**src/rtl/modal_regfile_pkg.sv**
```systemverilog
// Package: shared sizes and the mode encoding of the multi-mode register file.
// Assumes: DEPTH is a power of two so that pointers wrap naturally.
package modal_regfile_pkg;
    localparam int DATA_W  = 16;
    localparam int CTRL_W  = 4;
    localparam int WORD_W  = DATA_W + CTRL_W;
    localparam int DEPTH   = 64;

    typedef enum logic [1:0] {
        MODE_RAM  = 2'd0,
        MODE_FIFO = 2'd1,
        MODE_SORT = 2'd2
    } mode_t;
endpackage

```
**src/rtl/regfile_mem.sv**
```systemverilog
// Module: storage array plus a two-stage read pipeline.
// Does: one write and one read per cycle; read data and its valid flag leave
//       two register stages after the read is accepted.
// Assumes: the caller has already resolved addresses and accept decisions.
module regfile_mem #(
    parameter int W     = 20,
    parameter int DEPTH = 64,
    localparam int AW   = $clog2(DEPTH)
) (
    input  logic          clk,
    input  logic          rst_n,
    input  logic          wr_en,
    input  logic [AW-1:0] wr_addr,
    input  logic [W-1:0]  wr_data,
    input  logic          rd_en,
    input  logic [AW-1:0] rd_addr,
    output logic [W-1:0]  rd_data,
    output logic          rd_valid
);
    logic [W-1:0] mem [DEPTH];
    logic [W-1:0] s1_data;
    logic         s1_valid;

    // Store the accepted write word.
    always_ff @(posedge clk) begin
        if (wr_en) mem[wr_addr] <= wr_data;
    end

    // Stage 1 data: sample the array before any same-edge write lands.
    always_ff @(posedge clk) begin
        if (rd_en) s1_data <= mem[rd_addr];
    end

    // Stage 1 valid: remember whether a read was accepted.
    always_ff @(posedge clk) begin
        if (!rst_n) s1_valid <= 1'b0;
        else        s1_valid <= rd_en;
    end

    // Stage 2: present the word and its valid flag at the outputs.
    always_ff @(posedge clk) begin
        if (!rst_n) begin
            rd_valid <= 1'b0;
            rd_data  <= '0;
        end else begin
            rd_valid <= s1_valid;
            if (s1_valid) rd_data <= s1_data;
        end
    end
endmodule

```
**src/rtl/fifo_ctrl.sv**
```systemverilog
// Module: queue bookkeeping for FIFO mode.
// Does: keeps write/read pointers and the occupancy count, decides which
//       requests are accepted, and raises a sticky error on refused ones.
// Assumes: requests count only while en is high; DEPTH is a power of two.
module fifo_ctrl #(
    parameter int DEPTH = 64,
    localparam int AW   = $clog2(DEPTH),
    localparam int CW   = AW + 1
) (
    input  logic          clk,
    input  logic          rst_n,
    input  logic          en,
    input  logic          wr_req,
    input  logic          rd_req,
    output logic          wr_ok,
    output logic          rd_ok,
    output logic [AW-1:0] wr_ptr,
    output logic [AW-1:0] rd_ptr,
    output logic          empty,
    output logic          full,
    output logic          err
);
    logic [CW-1:0] count;

    assign empty = (count == '0);
    assign full  = (count == CW'(DEPTH));
    assign wr_ok = en && wr_req && !full;
    assign rd_ok = en && rd_req && !empty;

    // Advance pointers and occupancy for accepted accesses.
    always_ff @(posedge clk) begin
        if (!rst_n) begin
            wr_ptr <= '0;
            rd_ptr <= '0;
            count  <= '0;
        end else begin
            if (wr_ok) wr_ptr <= wr_ptr + 1'b1;
            if (rd_ok) rd_ptr <= rd_ptr + 1'b1;
            case ({wr_ok, rd_ok})
                2'b10:   count <= count + 1'b1;
                2'b01:   count <= count - 1'b1;
                default: count <= count;
            endcase
        end
    end

    // Latch any refused access until reset.
    always_ff @(posedge clk) begin
        if (!rst_n)
            err <= 1'b0;
        else if (en && ((wr_req && full) || (rd_req && empty)))
            err <= 1'b1;
    end
endmodule

```
**src/rtl/seq_ptr.sv**
```systemverilog
// Module: sequential read pointer for sort mode.
// Does: gives the current read address; restart forces entry 0 for this
//       cycle and the pointer steps past each read, wrapping at the end.
// Assumes: DEPTH is a power of two.
module seq_ptr #(
    parameter int DEPTH = 64,
    localparam int AW   = $clog2(DEPTH)
) (
    input  logic          clk,
    input  logic          rst_n,
    input  logic          adv,
    input  logic          restart,
    output logic [AW-1:0] addr
);
    logic [AW-1:0] ptr;

    assign addr = restart ? '0 : ptr;

    // Move to the entry after the one just read, or hold.
    always_ff @(posedge clk) begin
        if (!rst_n)
            ptr <= '0;
        else if (restart || adv)
            ptr <= addr + {{(AW-1){1'b0}}, adv};
    end
endmodule

```
**src/rtl/modal_regfile.sv**
```systemverilog
// Module: top of the multi-mode register file.
// Does: routes requests and addresses to one array according to cfg_mode
//       (RAM, FIFO or sort; code 3 behaves as RAM).
// Assumes: cfg_mode changes only when no request is pending.
module modal_regfile
    import modal_regfile_pkg::*;
#(
    parameter int WIDTH = WORD_W,
    parameter int ENTRIES = DEPTH,
    localparam int AW = $clog2(ENTRIES)
) (
    input  logic             clk,
    input  logic             rst_n,
    input  logic [1:0]       cfg_mode,
    input  logic             wr_req,
    input  logic [AW-1:0]    wr_addr,
    input  logic [WIDTH-1:0] wr_data,
    input  logic             rd_req,
    input  logic [AW-1:0]    rd_addr,
    input  logic             sort_restart,
    output logic [WIDTH-1:0] rd_data,
    output logic             rd_valid,
    output logic             fifo_empty,
    output logic             fifo_full,
    output logic             fifo_err
);
    logic          is_fifo, is_sort;
    logic          q_wr_ok, q_rd_ok;
    logic [AW-1:0] q_wr_ptr, q_rd_ptr, s_addr;
    logic          mem_wr_en, mem_rd_en;
    logic [AW-1:0] mem_wa, mem_ra;

    assign is_fifo = (cfg_mode == MODE_FIFO);
    assign is_sort = (cfg_mode == MODE_SORT);

    fifo_ctrl #(.DEPTH(ENTRIES)) u_fifo (
        .clk(clk), .rst_n(rst_n), .en(is_fifo),
        .wr_req(wr_req), .rd_req(rd_req),
        .wr_ok(q_wr_ok), .rd_ok(q_rd_ok),
        .wr_ptr(q_wr_ptr), .rd_ptr(q_rd_ptr),
        .empty(fifo_empty), .full(fifo_full), .err(fifo_err)
    );

    seq_ptr #(.DEPTH(ENTRIES)) u_seq (
        .clk(clk), .rst_n(rst_n),
        .adv(is_sort && rd_req), .restart(sort_restart),
        .addr(s_addr)
    );

    // Select accept decisions and addresses for the active mode.
    always_comb begin
        mem_wr_en = is_fifo ? q_wr_ok  : wr_req;
        mem_wa    = is_fifo ? q_wr_ptr : wr_addr;
        mem_rd_en = is_fifo ? q_rd_ok  : rd_req;
        if (is_fifo)      mem_ra = q_rd_ptr;
        else if (is_sort) mem_ra = s_addr;
        else              mem_ra = rd_addr;
    end

    regfile_mem #(.W(WIDTH), .DEPTH(ENTRIES)) u_mem (
        .clk(clk), .rst_n(rst_n),
        .wr_en(mem_wr_en), .wr_addr(mem_wa), .wr_data(wr_data),
        .rd_en(mem_rd_en), .rd_addr(mem_ra),
        .rd_data(rd_data), .rd_valid(rd_valid)
    );
endmodule

```
**config.mk**
```make
export PLATFORM = sky130hd
export DESIGN_NAME = modal_regfile
export DESIGN_NICKNAME = d
export VERILOG_FILES = /design/src/rtl/modal_regfile_pkg.sv /design/src/rtl/regfile_mem.sv /design/src/rtl/fifo_ctrl.sv /design/src/rtl/seq_ptr.sv /design/src/rtl/modal_regfile.sv
export SDC_FILE = /design/constraint.sdc
export NUM_CORES = 2
export LEC_CHECK = 0
export CAP_MARGIN = 20
export CORE_MARGIN = 2
export CORE_UTILIZATION = 57
export CTS_CLUSTER_SIZE = 24
export DETAILED_ROUTE_END_ITERATION = 8
export DONT_BUFFER_PORTS = 1
export GPL_ROUTABILITY_DRIVEN = 0
export MAX_ROUTING_LAYER = met4
export PLACE_DENSITY_LB_ADDON = 0.3
export SYNTH_ARGS = -nofsm -noshare
export SYNTH_HDL_FRONTEND = slang
export SYNTH_SLANG_ARGS = --single-unit
```
**constraint.sdc**
```tcl
create_clock -name clk -period 4.3 [get_ports clk]
set_clock_uncertainty 0.2 [all_clocks]
set_input_delay 0.645 -clock clk [delete_from_list [all_inputs] [get_ports clk]]
set_output_delay 0.645 -clock clk [all_outputs]
set_load 0.05 [all_outputs]
```
# == After elaboration in Yosys (flattened, before gate mapping) ==
# Memories as Yosys holds them, arrays and structs flattened. A register that Yosys moved wholly into a read port is not among the register bits.
# Index checks and enable logic that the tools add are counted.
# word_totals
mem_bits_rw,1280
out_inout_bits,24
memories,1
in_bits,39
word_cells,42
register_bits,48
# classes
muxes,9
n_reduce_logical,14
addsub,5
eq_ne,5
# mem_list
memory,depth,word_bits,read_ports,rd_clocked_by_memory_dff,write_ports,line_no,source
u_mem.mem,64,20,1,1,1,regfile_mem.sv:20,logic [W-1:0] mem [DEPTH];
# ops
cell,count
$mux 6,4
$pmux 7 s2,1
$add 6x1->6 const B,2
$logic_and 1x1->1,8
$add 7x1->7 const B,1
$eq 7x7->1 const B,1
$logic_not 7->1,1
$sub 7x1->7 const B,1
$add 6x1->6,1
$eq 2x1->1 const B,2
$eq 2x2->1 const B,2
$mux 1,4
$logic_not 1->1,2
$logic_or 1x1->1,2
$reduce_bool 2->1,1

# == Logic depth before layout (Yosys ltp) ==
# logic_depth
word_depth,6
ltp_mapped,18
mapped_depth_nobuf,14

# == By module ==
# A second synthesis with hierarchy kept.
# unflattened
cells_unflattened,2495
hier_area_um2,52461.6
# modules_own_cells
module,area_per_inst_um2,cells_per_inst,n_inst,seq_area_each_um2
regfile_mem,50551.0,2295,1,39477.9
fifo_ctrl,1142.3,127,1,400.4
seq_ptr,392.9,40,1,120.1
modal_regfile,375.4,33,1,0.0

# == Worst setup path after synthesis ==
# Ideal clock, no wire load.
# synth_timing
kind,input-to-reg
startpoint,input cfg_mode[1]
endpoint,register u_fifo.count[6]
n_path_buf,4
arrival_time_ns,3.958
cell_stages,17
required_time_ns,4.030
setup_slack_ns,0.071
setup_ns,0.070
cell_sequence,buf_4 > clkbuf_1 > buf_2 > nor2b_1 > clkbuf_1 > nand2_1 > nor2_1 > inv_1 > ha_1 > ha_1 > nor2b_1 > o21ai_0 > a21oi_1 > o21ai_0 > a21oi_1 > or4_1 > a21oi_1
# synth_via
elab_chain_cells,5
elab_cells_between_ends,9
cone_classes,3 x eq/ne; 1 x mux; 5 x reduce/logical
# synth_lines
element,line_no,source
from (decl),modal_regfile.sv:14,"input logic [1:0] cfg_mode,"
$eq 2x1->1 (*),modal_regfile.sv:33,assign is_fifo = (cfg_mode == MODE_FIFO);
$logic_and 1x1->1 (on tied branches) (2 in series),"fifo_ctrl.sv:28, fifo_ctrl.sv:27",
$eq 2x1->1 / $eq 2x2->1 (equally long branches),fifo_ctrl.sv:39,"case ({wr_ok, rd_ok})"
$pmux 7 s2 / $reduce_bool 2->1 (equally long branches),-,
to (signal assigned),fifo_ctrl.sv:40,2'b10: count <= count + 1'b1;
to (signal assigned),fifo_ctrl.sv:41,2'b01: count <= count - 1'b1;
to (signal assigned),fifo_ctrl.sv:42,default: count <= count;
to (decl),fifo_ctrl.sv:23,logic [CW-1:0] count;
# Every way passes the cells marked *; elsewhere a longest branch is shown, timed or not.
# A chain may end at the register's enable or synchronous reset.

# == Worst setup path after layout ==
# layout_timing
startpoint,register u_fifo.count[3]
endpoint,register u_fifo.count[6]
# layout_via
elab_chain_cells,5
elab_cells_between_ends,12
cone_classes,2 x add/sub; 3 x eq/ne; 1 x mux; 6 x reduce/logical
# layout_lines
element
branches (longest 5 deep; another with $sub 7x1->7)
# Parallel ways; which one is timed is not known.

==> out/results.ini <==
[die]
start_util=0.5771
die_w_um=309.1
die-area_um2=95540
chipHeight_um=309.1
pin_count=63
rows=111
coreArea_um2=91940

[synth]
synth_edf_count=1300
seq_area_frac_synth=0.7538
synthArstFlopShare=0
synthTopCellsByCount=1300 x edfxtp_1, 479 x nand2_1, 163 x mux2i_1
syn_area_um2=53060
synth_fp_nets=3153
synth_cells=3103
ys.flop_type=edfxtp_1
synth_cell_types=71
ys_warn_count=0
synth_top_area_share=0.7357
synth_area_leaders=edfxtp_1 74%, mux4_2 6.6%, nand2_1 3.4%
synth_top_area_cell=edfxtp_1
synth_seq_cells=1348
yosysMostFrequentCell=edfxtp_1
syn_area_per_cell_um2=17.10

[cts]
cts_tree=done
cts-htree-levels=4
cts_resized=0
insertion_delay_ns=0.75
clock-root-buffer=clkbuf_16
cts_buffer_depth=3
clk_pin_slew_ns=0.06
clock_sinks=1348
postCtsHoldBufs=22
postCtsSetupRepairBufs=0
cts_inserted_buffers=135

[sta]
final.min_clock_period_ns=3.695
period_share=0.8592
relSlewSlack=0.3117
layout_setup_ws_ns=0.6052
rsz0062_at_grt=no
whs_ns=0.05442
fin_tns_setup_ns=0
hold_violations=0
fmax_mhz=270.7
slew_viol_final=0
setup_viol=0
tightest_slew_ns=1.032

[routing]
vias=29920
drt-total-wl_um=135200
via_per_inst=6.501
firstDrtPassIters=5
wl_met1_um=51470
route.met2.wl_um=65530
wl_per_cell_um=29.38
first_iter_violations=4364
wl_met3_um=13620
ant_nets=0
top_layer_used=met4
drcViolationCount=0

[place]
dp_hpwl_um=78810
place_ws_ns=0.4782
port_buffers=0

[global_routing]
overflow=0
grtUsageTotal=0.2963
antenna_found_initial=5
grt_pass1_wl_um=197400
first_global_vias=29280
grt_max_degree=93

[final_layout]
syn2layout_area_growth_pct=13.74
n_fill_cell=6075
final_nets=3294
multi_input_area_um2=12180
seqCellArea_um2=40000
drive_above_1_share=0.1999
fin_util=0.6564

[pwr]
powerDensity_nw_per_um2=464.1
power.leakage_nw=19.98
max-vdd-ir-drop_mv=0.3819
total_power_mw=28.01

[min_path]
hold_class=in -> reg

[status]
status=complete, no violations

[critical_path]
required_ns=4.76
path_class=reg -> reg
worstPathMaxFanout=6
crit_path_end_kind=register
start_kind=register
cp.arrival_ns=4.15

[run]
cap_viol_max_count=0

[power breakdown]
group / switching [mW] / leakage (nW) / internal [mW]
logic: 1.34 / 5.82 / 0.758
registers: 0.125 / 12.1 / 14.5
clock network: 4.97 / 2.06 / 6.30
total: 6.43 / 20.0 / 21.6
[kinds of logic (layout without fill, tap and decap cells)]
family	after synthesis	count (layout)	synth area share
flops	1348	1348	0.7538
simple gates	816	816	0.06640
mux	339	339	0.1013
compound gates	338	338	0.05134
buf+inv	235	484	0.02177
xor+xnor	16	16	0.002641
fa+ha+maj	11	11	0.002735
other cells	0	7	0
[routing by layer]
metal  vias to the layer above  GRT usage
li1                      12600          -
met1                     15330     0.3979
met2                      1736     0.4560
met3                       256    0.05858
met4                         0     0.1082
met5                         -          -
[path summary, 6_finish.rpt]
path	depth (start not counted)	end	startpoint	slack [ns]
worst min-delay path	1	u_mem.s1_data[10]	rd_req	0.05
worst max register to register	12	u_fifo.count[6]	u_fifo.count[3]	0.61
worst max-delay path	12	u_fifo.count[6]	u_fifo.count[3]	0.61
worst min register to register	2	u_seq.ptr[1]	u_seq.ptr[1]	0.29
[worst max-delay path, cell delays in order (launching register included)]
cell and delay [ns]:
dfxtp_1 0.33, nor4_1 0.41, nand2_1 0.16, o211a_1 0.33, ha_1 0.31, ha_1 0.35, nor2b_1 0.17, o21ai_0 0.23
a21oi_1 0.15, o21ai_0 0.23, a21oi_1 0.13, or4_1 0.48, a21oi_1 0.15
[final cells by class]
cell class | count | area share
Sequential cell | 1348 | 0.6628
Clock inverter | 77 | 0.01107
Clock buffer | 168 | 0.05938
Inverter | 43 | 0.002675
Tap cell | 1243 | 0.02577
Antenna cell | 7 | 0.0002903
Multi-Input combinational cell | 1520 | 0.2019
Timing Repair Buffer | 196 | 0.03616
[per-stage QoR]
| stage | std cells | area [µm²] |
|---|---|---|
| after floorplan | 3103 | 53060 |
| after global placement | 4323 | 55420 |
| after detailed placement | 4325 | 55450 |
| after CTS | 4592 | 60270 |
| after global routing | 4600 | 60340 |
| final | 4602 | 60350 |
[flip-flops by register name, summed over array words and instances, names as in the netlist]
name and cells:
u_mem.rd_data 20, u_fifo.wr_ptr 6, u_fifo.count 7, u_seq.ptr 6
u_mem.rd_valid 1, u_mem.s1_valid 1, u_fifo.rd_ptr 6, u_mem.mem 1280
u_fifo.err 1, u_mem.s1_data 20
[cell usage in the layout, fill, tap and decap left out, drive strengths merged, types with 17 or more instances in the layout]
master,instances
a31oi,25
a211o,17
buf,194
inv,53
nor2,120
edfxtp,1300
dfxtp,48
mux4,156
mux2,20
o22ai,35
o2111ai,32
nand4,36
clkbuf,168
mux2i,163
a311oi,22
clkinv,51
nand2,479
o221ai,37
a21oi,33
a32oi,64
nand3,118
Power figures use the tool's default switching activity.
